`src/rtl/irq_regs_pkg.sv`:
```
// Shared constants of the interrupt status unit: source bit positions,
// register addresses and the clear-address map.
// Assumes twelve sources and 32-bit aligned addresses.
package irq_regs_pkg;

    localparam int NSRC = 12;

    localparam int SRC_RX_UNDER  = 0;
    localparam int SRC_RX_OVER   = 1;
    localparam int SRC_RX_THRESH = 2;
    localparam int SRC_TX_OVER   = 3;
    localparam int SRC_TX_THRESH = 4;
    localparam int SRC_RD_REQ    = 5;
    localparam int SRC_TX_ABORT  = 6;
    localparam int SRC_RX_DONE   = 7;
    localparam int SRC_ACTIVITY  = 8;
    localparam int SRC_STOP_SEEN = 9;
    localparam int SRC_STRT_SEEN = 10;
    localparam int SRC_GEN_CALL  = 11;

    // Sources that follow a level instead of latching a pulse.
    localparam logic [NSRC-1:0] LEVEL_SRC = (NSRC'(1) << SRC_RX_THRESH) |
                                            (NSRC'(1) << SRC_TX_THRESH);

    localparam int A_MSTAT    = 'h00;
    localparam int A_MASK     = 'h04;
    localparam int A_RAW      = 'h08;
    localparam int A_CAUSE    = 'h0C;
    localparam int A_CLR_ALL  = 'h40;
    localparam int A_CLR_BASE = 'h44;

    // Per-source clear address: sticky sources in ascending order, skipping levels.
    function automatic int clr_addr(input int src);
        int slot;
        slot = src;
        if (src > SRC_RX_THRESH) slot = slot - 1;
        if (src > SRC_TX_THRESH) slot = slot - 1;
        return A_CLR_BASE + 4 * slot;
    endfunction

endpackage

```
`src/rtl/irq_clear_decode.sv`:
```
// Decodes a register read into per-source clear strobes.
// Assumes reads are single-cycle strobes; level sources never get a strobe.
module irq_clear_decode
    import irq_regs_pkg::*;
#(
    parameter int ADDR_W = 8
) (
    input  logic              clk,
    input  logic              rst_n,
    input  logic              rd_en,
    input  logic [ADDR_W-1:0] addr,
    output logic [NSRC-1:0]   clr_vec,
    output logic              clr_cause
);

    logic hit_all;
    assign hit_all = rd_en && (addr == ADDR_W'(A_CLR_ALL));

    genvar gi;
    generate
        for (gi = 0; gi < NSRC; gi++) begin : g_dec
            if (LEVEL_SRC[gi]) begin : g_level
                // Level sources have no clear address.
                assign clr_vec[gi] = 1'b0;
            end else begin : g_sticky
                // Own address or the combined address clears this source.
                assign clr_vec[gi] = hit_all ||
                                     (rd_en && (addr == ADDR_W'(clr_addr(gi))));
            end
        end
    endgenerate

    assign clr_cause = clr_vec[SRC_TX_ABORT];

    // a per-source clear read touches at most one source
    p_single_clear_r6: assert property (@(posedge clk) disable iff (!rst_n)
        (rd_en && addr != ADDR_W'(A_CLR_ALL)) |-> $onehot0(clr_vec));

    // level sources never receive a clear strobe
    p_level_unclr_r3: assert property (@(posedge clk) disable iff (!rst_n)
        (clr_vec & LEVEL_SRC) == '0);

endmodule

```
`src/rtl/irq_event_bank.sv`:
```
// Holds the raw status bits: sticky bits latch pulses until cleared,
// level bits follow their input. Assumes clear strobes are one cycle wide.
module irq_event_bank
    import irq_regs_pkg::*;
(
    input  logic            clk,
    input  logic            rst_n,
    input  logic [NSRC-1:0] evt_in,
    input  logic [NSRC-1:0] clr_vec,
    output logic [NSRC-1:0] raw_q
);

    // Update every raw bit; a pulse wins over a clear in the same cycle.
    always_ff @(posedge clk) begin
        if (!rst_n) begin
            raw_q <= '0;
        end else begin
            for (int i = 0; i < NSRC; i++) begin
                raw_q[i] <= LEVEL_SRC[i] ? evt_in[i]
                                         : (evt_in[i] | (raw_q[i] & ~clr_vec[i]));
            end
        end
    end

    genvar gi;
    generate
        for (gi = 0; gi < NSRC; gi++) begin : g_chk
            if (LEVEL_SRC[gi]) begin : g_level
                // level bit copies its input one cycle later
                p_level_follow_r3: assert property (@(posedge clk) disable iff (!rst_n)
                    1'b1 |=> (raw_q[gi] == $past(evt_in[gi])));
            end else begin : g_sticky
                // a pulse sets the bit
                p_pulse_sets_r2: assert property (@(posedge clk) disable iff (!rst_n)
                    evt_in[gi] |=> raw_q[gi]);
                // a set bit holds without a clear
                p_sticky_hold_r2: assert property (@(posedge clk) disable iff (!rst_n)
                    (raw_q[gi] && !clr_vec[gi]) |=> raw_q[gi]);
                // pulse and clear together leave the bit set
                p_pulse_beats_clr_r8: assert property (@(posedge clk) disable iff (!rst_n)
                    (evt_in[gi] && clr_vec[gi]) |=> raw_q[gi]);
                // a clear without a pulse drops the bit
                p_clear_drops_r6: assert property (@(posedge clk) disable iff (!rst_n)
                    (clr_vec[gi] && !evt_in[gi]) |=> !raw_q[gi]);
            end
        end
    endgenerate

endmodule

```
`src/rtl/irq_abort_capture.sv`:
```
// Captures the abort cause word on each abort pulse, ORing successive causes.
// Cleared together with the abort status bit. Assumes one-cycle strobes.
module irq_abort_capture #(
    parameter int ABRT_W = 16
) (
    input  logic              clk,
    input  logic              rst_n,
    input  logic              abort_evt,
    input  logic [ABRT_W-1:0] cause_in,
    input  logic              clr,
    output logic [ABRT_W-1:0] cause_q
);

    // Accumulate causes; a clear empties the word before a new cause is merged.
    always_ff @(posedge clk) begin
        if (!rst_n) begin
            cause_q <= '0;
        end else begin
            cause_q <= (clr ? '0 : cause_q) | (abort_evt ? cause_in : '0);
        end
    end

    // a clear without a new abort empties the word
    p_cause_clear_r9: assert property (@(posedge clk) disable iff (!rst_n)
        (clr && !abort_evt) |=> (cause_q == '0));

    // every captured cause bit is present after the pulse
    p_cause_capture_r9: assert property (@(posedge clk) disable iff (!rst_n)
        abort_evt |=> ((cause_q & $past(cause_in)) == $past(cause_in)));

endmodule

```
`src/rtl/irq_status_unit.sv`:
```
// Interrupt register unit of a serial bus controller: raw and masked status,
// mask register, per-source clear-on-read, combined clear, abort cause capture.
// Assumes a single-cycle register port with combinational read data.
module irq_status_unit
    import irq_regs_pkg::*;
#(
    parameter int ADDR_W = 8,
    parameter int DATA_W = 32,
    parameter int ABRT_W = 16
) (
    input  logic              clk,
    input  logic              rst_n,
    input  logic [NSRC-1:0]   evt_in,
    input  logic [ABRT_W-1:0] abort_cause,
    input  logic              reg_rd,
    input  logic              reg_wr,
    input  logic [ADDR_W-1:0] reg_addr,
    input  logic [NSRC-1:0]   reg_wdata,
    output logic [DATA_W-1:0] reg_rdata,
    output logic              irq_o
);

    logic [NSRC-1:0]   clr_vec;
    logic              clr_cause;
    logic [NSRC-1:0]   raw_q;
    logic [NSRC-1:0]   mask_q;
    logic [ABRT_W-1:0] cause_q;
    logic              mask_we;

    irq_clear_decode #(.ADDR_W(ADDR_W)) u_dec (
        .clk       (clk),
        .rst_n     (rst_n),
        .rd_en     (reg_rd),
        .addr      (reg_addr),
        .clr_vec   (clr_vec),
        .clr_cause (clr_cause)
    );

    irq_event_bank u_bank (
        .clk     (clk),
        .rst_n   (rst_n),
        .evt_in  (evt_in),
        .clr_vec (clr_vec),
        .raw_q   (raw_q)
    );

    irq_abort_capture #(.ABRT_W(ABRT_W)) u_cause (
        .clk       (clk),
        .rst_n     (rst_n),
        .abort_evt (evt_in[SRC_TX_ABORT]),
        .cause_in  (abort_cause),
        .clr       (clr_cause),
        .cause_q   (cause_q)
    );

    assign mask_we = reg_wr && (reg_addr == ADDR_W'(A_MASK));

    // Mask register, written only at its own address.
    always_ff @(posedge clk) begin
        if (!rst_n) begin
            mask_q <= '0;
        end else if (mask_we) begin
            mask_q <= reg_wdata;
        end
    end

    // Read multiplexer; zero when idle or unmapped.
    always_comb begin
        reg_rdata = '0;
        if (reg_rd) begin
            if (reg_addr == ADDR_W'(A_MSTAT)) reg_rdata[NSRC-1:0]   = raw_q & mask_q;
            if (reg_addr == ADDR_W'(A_MASK))  reg_rdata[NSRC-1:0]   = mask_q;
            if (reg_addr == ADDR_W'(A_RAW))   reg_rdata[NSRC-1:0]   = raw_q;
            if (reg_addr == ADDR_W'(A_CAUSE)) reg_rdata[ABRT_W-1:0] = cause_q;
            for (int i = 0; i < NSRC; i++) begin
                if (!LEVEL_SRC[i] && reg_addr == ADDR_W'(clr_addr(i))) reg_rdata[0] = raw_q[i];
            end
        end
    end

    // Interrupt request from the masked sources.
    assign irq_o = |(raw_q & mask_q);

    // a mask write lands at the next edge
    p_mask_write_r4: assert property (@(posedge clk) disable iff (!rst_n)
        mask_we |=> (mask_q == $past(reg_wdata)));

    // the mask holds without a write to its address
    p_mask_hold_r10: assert property (@(posedge clk) disable iff (!rst_n)
        !mask_we |=> $stable(mask_q));

    // no interrupt while the mask is empty
    p_irq_needs_mask_r5: assert property (@(posedge clk) disable iff (!rst_n)
        (mask_q == '0) |-> !irq_o);

    // idle port drives zero
    p_idle_zero_r10: assert property (@(posedge clk) disable iff (!rst_n)
        !reg_rd |-> (reg_rdata == '0));

endmodule

```
`config.mk`:
```
export PLATFORM = sky130hd
export DESIGN_NAME = irq_status_unit
export DESIGN_NICKNAME = d
export VERILOG_FILES = /design/src/rtl/irq_regs_pkg.sv /design/src/rtl/irq_clear_decode.sv /design/src/rtl/irq_event_bank.sv /design/src/rtl/irq_abort_capture.sv /design/src/rtl/irq_status_unit.sv
export SDC_FILE = /design/constraint.sdc
export NUM_CORES = 1
export LEC_CHECK = 0
export ABC_AREA = 1
export BUFFER_PORTS_ARGS = -buffer_cell sky130_fd_sc_hd__buf_4
export CORE_UTILIZATION = 40
export CTS_CLUSTER_SIZE = 20
export DETAILED_ROUTE_END_ITERATION = 6
export PLACE_DENSITY = 0.67
export SETUP_SLACK_MARGIN = 0.4
export SYNTH_ARGS = -nofsm -noshare
export SYNTH_HDL_FRONTEND = slang
export SYNTH_SLANG_ARGS = --single-unit
```
`constraint.sdc`:
```
create_clock -name clk -period 2.9 [get_ports clk]
set_input_delay 0.29 -clock clk [delete_from_list [all_inputs] [get_ports clk]]
set_output_delay 0.29 -clock clk [all_outputs]
set_load 0.1 [all_outputs]
```
==> flow_summary_export.csv, run 1 <==
group,metric,value,unit
run_status,outcome,"complete, no violations",
setup_path,cpMostUsedCell,"nand2_1",
floorplan,core-area,5570,um2
sta,max_freq,464,MHz
setup_path,worstSetupPathType,"input port to primary output",
routing,routed_via_density,4.78,
final_layout,final_common_cell,"nand2_1",
sta,final_hold_viol_count,0,
routing,route.met2.wl,2670,um
setup_path,cp.required,2610,ps
yosys,syn_area_per_cell,6.21,um2
routing,vias,2442,
clock_network,ctsHoldBuffers,0,
yosys,syn_area,2340,um2
setup_path,r2r_slack,2170,ps
sta,skew,0,ps
sta,final.min_clock_period,2150,ps
setup_path,crit_slowest_cell,"buf_4",
clock_network,clock_sink_count,40,
final_layout,fillers,589,
final_layout,fin_util,0.541,
clock_network,clk_latency,290,ps
routing,drt_first_pass_iters,6,
pwr,power_density,441,nW/um2
worst_hold_path,hold_class,"input port to flip-flop",
sta,rsz0062_at_grt,"false",
setup_path,slowest_delay,220,ps
clock_network,cts_resized,0,
place,dp_hpwl,4600,um
floorplan,die_area,6160,um2
routing,ant_nets,0,
pwr,peakVddDrop,0.000273,V
setup_path,cp-end-kind,"primary output",
yosys,synth_seq_cells,40,
clock_network,cts_buffers,5,
place,globalplace.congestion,0.932,
floorplan,die_h,78.5,um
routing,drtIter0Drc,71,
place,place_area,2890,um2
sta,tightest_slew,745,ps
pwr,power.leakage,1.48,nW
clock_network,cts_max_level,2,
grt,grt_util_all_layers,0.207,
clock_network,ctsLongestPathBuffers,2,
grt,grt_antenna_before_repair,0,
floorplan,initial_core_util,0.420,
setup_path,worst-path-max-fanout,12,
setup_path,cp_data_arrival_time,1860,ps
yosys,synthCells,377,
grt,grt_pass1_wl,9890,um
floorplan,num_rows,27,
routing,wl_per_cell,11.8,um
sta,period_share,0.743,
clock_network,cts-root-buf,"clkbuf_8",
sta,final-setup-viol-count,0,
final_layout,multi_input_area,1280,um2
floorplan,io_pins,85,
clock_network,postCtsSetupBuffers,0,
sta,finalSetupTns,0,ps
routing,drt-total-wl,6010,um
final_layout,nNetsFinal,490,
final_layout,area_growth,28.8,%
setup_path,path_cells,"buf_4 -> nor2_1 -> nand2_2 -> inv_2 -> nand2_1 -> nor2_1 -> nor2_1 -> nand2_1 -> nand4_1 -> nand2_1 -> nand3_1 -> nand2_1 -> nand4_1 -> nand2_1 -> inv_1 -> buf_4",
sta,relSlewSlack,0.501,
grt,grt_pass1_vias,2128,
clock_network,clk_pin_slew,80,ps
yosys,ys_warn_count,0,
setup_path,start_kind,"input port",
final_layout,layout-drive-gt1-share,0.237,
clock_network,cts_tree,"built",
flow_run,drv_cap,0,
routing,met3_wirelength,393,um
final_layout,register_area,801,um2
sta,finalMaxSlewViolations,0,
grt,grt_max_degree,27,
routing,wl_met1,2870,um
floorplan,dieWidth,78.5,um
yosys,synth_cell_type_count,25,
final_layout,mostFrequentLayoutCells,"nand2_1 (97), buf_4 (72), nor2_1 (52)",
yosys,synth_seq_area_share,0.342,
routing,top_layer,"met4",
final_layout,num_antenna_cells,0,
routing,drc,0,
place,portBuffers,68,
grt,grt_overflow_total,0,
final_layout,postLayoutCellArea,3020,um2
-- synthesized netlist by cell type --
cell       number  share of area
a21oi_1        19          0.041
a221oi_1        3          0.011
a31oi_1         7          0.019
buf_2           5          0.011
buf_4          19          0.061
clkbuf_1        9          0.014
clkinv_1        1         0.0016
conb_1          1         0.0016
dfxtp_1        40           0.34
inv_1          41          0.066
inv_2           4         0.0064
nand2_1        97           0.16
nand2_2         2         0.0053
nand3_1        29          0.062
nand3_2         1         0.0043
nand4_1         2         0.0053
nor2_1         52          0.083
nor2_2          4          0.011
nor2_4          2         0.0096
nor3_1          1         0.0021
nor4_1          3         0.0080
o2111ai_1       1         0.0037
o21ai_0         9          0.019
o21ai_1        22          0.047
o31ai_1         3         0.0096
-- state kept, by name (all words and copies together), names as in the netlist --
register / cells
u_bank.raw_q: 12
mask_q: 12
u_cause.cause_q: 16
-- cells by family after synthesis --
logic type | Yosys count | synth area share
simple gates | 193 | 0.346
buf+inv | 79 | 0.160
compound gates | 64 | 0.150
flops | 40 | 0.342
other cells | 1 | 0.00160
-- cell type report --
type	count	area share
clock buffers	7	0.0320
clock inverters	1	0.00996
inverters	46	0.0573
multi-input cells	273	0.426
flip-flops and latches	40	0.266
well taps	72	0.0299
repair buffers	72	0.179
-- worst max-delay path, delay by kind of cell --
family                 cells  cell delay (ps)
buffers and inverters      4              440
AND/OR/NAND/NOR           12             1140
-- path summary, 6_finish.rpt --
check / endpoint / from / cells past startpoint
max reg2reg: u_bank.raw_q[8] / u_bank.raw_q[8] / 2
min reg2reg: u_cause.cause_q[15] / u_cause.cause_q[15] / 2
min: u_bank.raw_q[4] / evt_in[4] / 3
max: reg_rdata[0] / reg_addr[7] / 16
-- where the power goes --
part | switching, mW | internal [mW] | leakage, nW
logic | 0.160 | 0.0706 | 1.09
registers | 0.0224 | 0.576 | 0.330
clock network | 0.196 | 0.304 | 0.0645
-- through the flow --
step | hold WS (ps) | worst slack [ps] | total power, mW | std cells
after floorplan | 388 | 262 | 0.782 | 392
after global placement | 449 | 781 | 0.841 | 503
after detailed placement | 453 | 751 | 0.842 | 503
after CTS | 158 | 744 | 1.34 | 511
after global routing | 166 | 563 | 1.39 | 511
final | 166 | 746 | 1.33 | 511
-- per-layer routing --
metal,vias to the layer above,GRT usage
met4,0,0.0667
met3,8,0.0558
met2,89,0.317
met5,-,0
li1,1290,-
met1,1055,0.279
Power figures use the tool's default switching activity.
==> inputs of run 2 (changes only) <==
Clock period 2.9 ns to 2.2 ns, I/O delays scaled along.
==> run 2 against run 1 <==
Sequential power up 32%. Sequential share of layout area shrank 4.0 points. Non-clock buffer count is 4 higher. First-iteration DRC count decreased by 2.8%. Utilization rose by 9.9 points. Cell count rose by 0.59%. Critical path depth decreased by 7. Total power up 39%. Flip-flop and latch count unchanged. Clock power rose by 42%. Register-to-register slack worse by 680 ps. Critical endpoint unchanged.
==> flow_summary_export.csv, run 2 (same netlist as run 1, synthesis figures left out) <==
group,metric,value,unit
worst_hold_path,hold_class,"input port to flip-flop",
grt,grt_max_degree,27,
grt,grt_antenna_before_repair,0,
floorplan,initial_core_util,0.420,
clock_network,ctsLongestPathBuffers,2,
routing,vias,2516,
clock_network,clock_sink_count,40,
sta,finalMaxSlewViolations,0,
floorplan,core-area,5570,um2
sta,final-setup-viol-count,0,
setup_path,cp_data_arrival_time,1670,ps
grt,grt_pass1_wl,10900,um
routing,routed_via_density,4.89,
routing,drt_first_pass_iters,4,
run_status,outcome,"complete, no violations",
floorplan,num_rows,27,
routing,drtIter0Drc,69,
grt,met1_usage,0.297,
worst_hold_path,worstHoldEndpoint,"u_bank.raw_q[4]",
clock_network,cts_buffers,5,
routing,drc,0,
place,portBuffers,68,
place,globalplace.congestion,0.915,
sta,final.min_clock_period,1890,ps
final_layout,nNetsFinal,494,
final_layout,reg_top3,"u_cause.cause_q (16), mask_q (12), u_bank.raw_q (12)",
routing,drt-total-wl,6850,um
flow_run,drv_cap,0,
pwr,peakVddDrop,0.000356,V
clock_network,clk_latency,290,ps
final_layout,largest_register_ffs,16,
grt,busiest_layer,"met2",
final_layout,final_common_cell,"nand2_1",
sta,final_hold_viol_count,0,
final_layout,stdcell_count,514,
setup_path,reg2reg_from,"u_bank.raw_q[1]",
grt,gr-usage-met2,0.377,
pwr,combPwrFrac,0.189,
final_layout,top_register,"u_cause.cause_q",
floorplan,die_h,78.5,um
floorplan,io_pins,85,
setup_path,worstReg2RegEnd,"u_bank.raw_q[1]",
grt,met3_usage,0.0360,
place,dp_hpwl,4840,um
final_layout,area_growth,52.3,%
sta,period_share,0.858,
setup_path,cp-end-kind,"primary output",
final_layout,num_antenna_cells,0,
setup_path,worst-path-max-fanout,4,
place,dpl.cell_count,504,
worst_hold_path,hold_start,"evt_in[4]",
clock_network,cts-root-buf,"clkbuf_8",
floorplan,die_area,6160,um2
sta,max_freq,530,MHz
final_layout,layout-drive-gt1-share,0.324,
grt,grt_util_all_layers,0.225,
clock_network,cts_max_level,2,
clock_network,clk_pin_slew,80,ps
setup_path,start_kind,"flip-flop",
pwr,p_seq_frac,0.428,
pwr,power.leakage,1.64,nW
setup_path,rr_worst_depth,2,
clock_network,cts_tree,"built",
setup_path,cp.required,1980,ps
worst_hold_path,holdPathStages,3,
routing,wl_per_cell,13.3,um
pwr,clkPwrFrac,0.384,
sta,finalSetupTns,0,ps
pwr,p_int,1.32,mW
sta,skew,0,ps
routing,ant_nets,0,
pwr,switching_share,0.288,
pwr,power_density,519,nW/um2
grt,grt_overflow_total,0,
sta,rsz0062_at_grt,"true",
pwr,power_switching,0.533,mW
setup_path,r2r_slack,1490,ps
final_layout,mostFrequentLayoutCells,"nand2_1 (87), buf_4 (53), nor2_1 (45)",
setup_path,worstSetupPathType,"flip-flop to primary output",
floorplan,dieWidth,78.5,um
grt,grt_pass1_vias,2299,
-- run 2: cell types whose count changed in the layout (fill, tap and decap cells not counted), moves of 4 or more --
| cell | previous run | this run |
|---|---|---|
| inv_1 | 41 | 35 |
| nor2_1 | 52 | 45 |
| nand2_1 | 97 | 87 |
| nand2_2 | 2 | 7 |
| o21ai_2 | 8 | 3 |
| nand2_4 | 0 | 4 |
| nand3_1 | 29 | 25 |
| nor2_4 | 2 | 9 |
| buf_12 | 0 | 14 |
| buf_4 | 72 | 53 |
| o21ai_4 | 0 | 9 |
| buf_6 | 0 | 6 |
-- run 2: worst max-delay path by stage --
| stage | from | endpoint | slack [ps] | depth (start not counted) |
|---|---|---|---|---|
| 5_1_grt | reg_addr[4] | reg_rdata[0] | 190 | 16 |
| 2_1_floorplan | reg_addr[1] | reg_rdata[5] | 300 | 8 |
| 6_report | u_bank.raw_q[1] | reg_rdata[0] | 310 | 9 |
| 3_3_place_gp | reg_addr[7] | reg_rdata[0] | 210 | 13 |
| 3_5_place_dp | reg_addr[1] | reg_rdata[0] | 170 | 14 |
| 4_1_cts | u_bank.raw_q[0] | reg_rdata[0] | 290 | 13 |
-- run 2: layout make-up --
| cell class | count | area [um2] |
|---|---|---|
| Sequential cell | 40 | 803 |
| Multi-Input combinational cell | 273 | 1550 |
| Clock buffer | 5 | 68.8 |
| Inverter | 46 | 208 |
| Clock inverter | 2 | 60.1 |
| Fill cell | 495 | 2010 |
| Timing Repair Buffer | 76 | 791 |
| Tap cell | 72 | 90.1 |
-- run 2: worst max-delay path: stages, from the launching register on --
cell        delay [ps]
dfxtp_1            370
o2111ai_1          210
nand4_1            140
nand2_1             80
nand3_1             60
nand2_1             60
nand4_1             90
nand2_2             90
clkinvlp_4         100
buf_12             170
-- run 2: repair_timing --
action	CTS	global route
resized for setup	32	48
setup endpoints to repair	16	17
endpoints found under the hold margin	0	0
hold buffers	0	0
buffers inserted	2	1
pin swaps	4	9
-- run 2: per-layer routing --
metal / vias up / wire length [um]
met2: 73 / 3380
met4: 0 / 87
met1: 1141 / 3080
met5: - / 0
li1: 1293 / -
met3: 9 / 295
-- run 2: per-stage QoR --
step                       util  cell area (um2)  setup slack [ps]  hold slack [ps]  power (mW)
after floorplan               -             2660               303              318        1.05
after global placement    0.554             3090               207              407        1.13
after detailed placement  0.554             3090               172              405        1.14
after CTS                 0.605             3370               288             97.9        1.85
after global routing      0.640             3570               189              109        1.92
final                     0.640             3570               312              103        1.85
-- run 2: power groups by stage --
| stage | registers [mW] | logic [mW] | clock network [mW] |
|---|---|---|---|
| after floorplan | 0.794 | 0.253 | 0 |
| after global placement | 0.806 | 0.328 | 0 |
| after detailed placement | 0.805 | 0.333 | 0 |
| after CTS | 0.789 | 0.337 | 0.726 |
| after global routing | 0.796 | 0.374 | 0.752 |
| final | 0.792 | 0.349 | 0.711 |
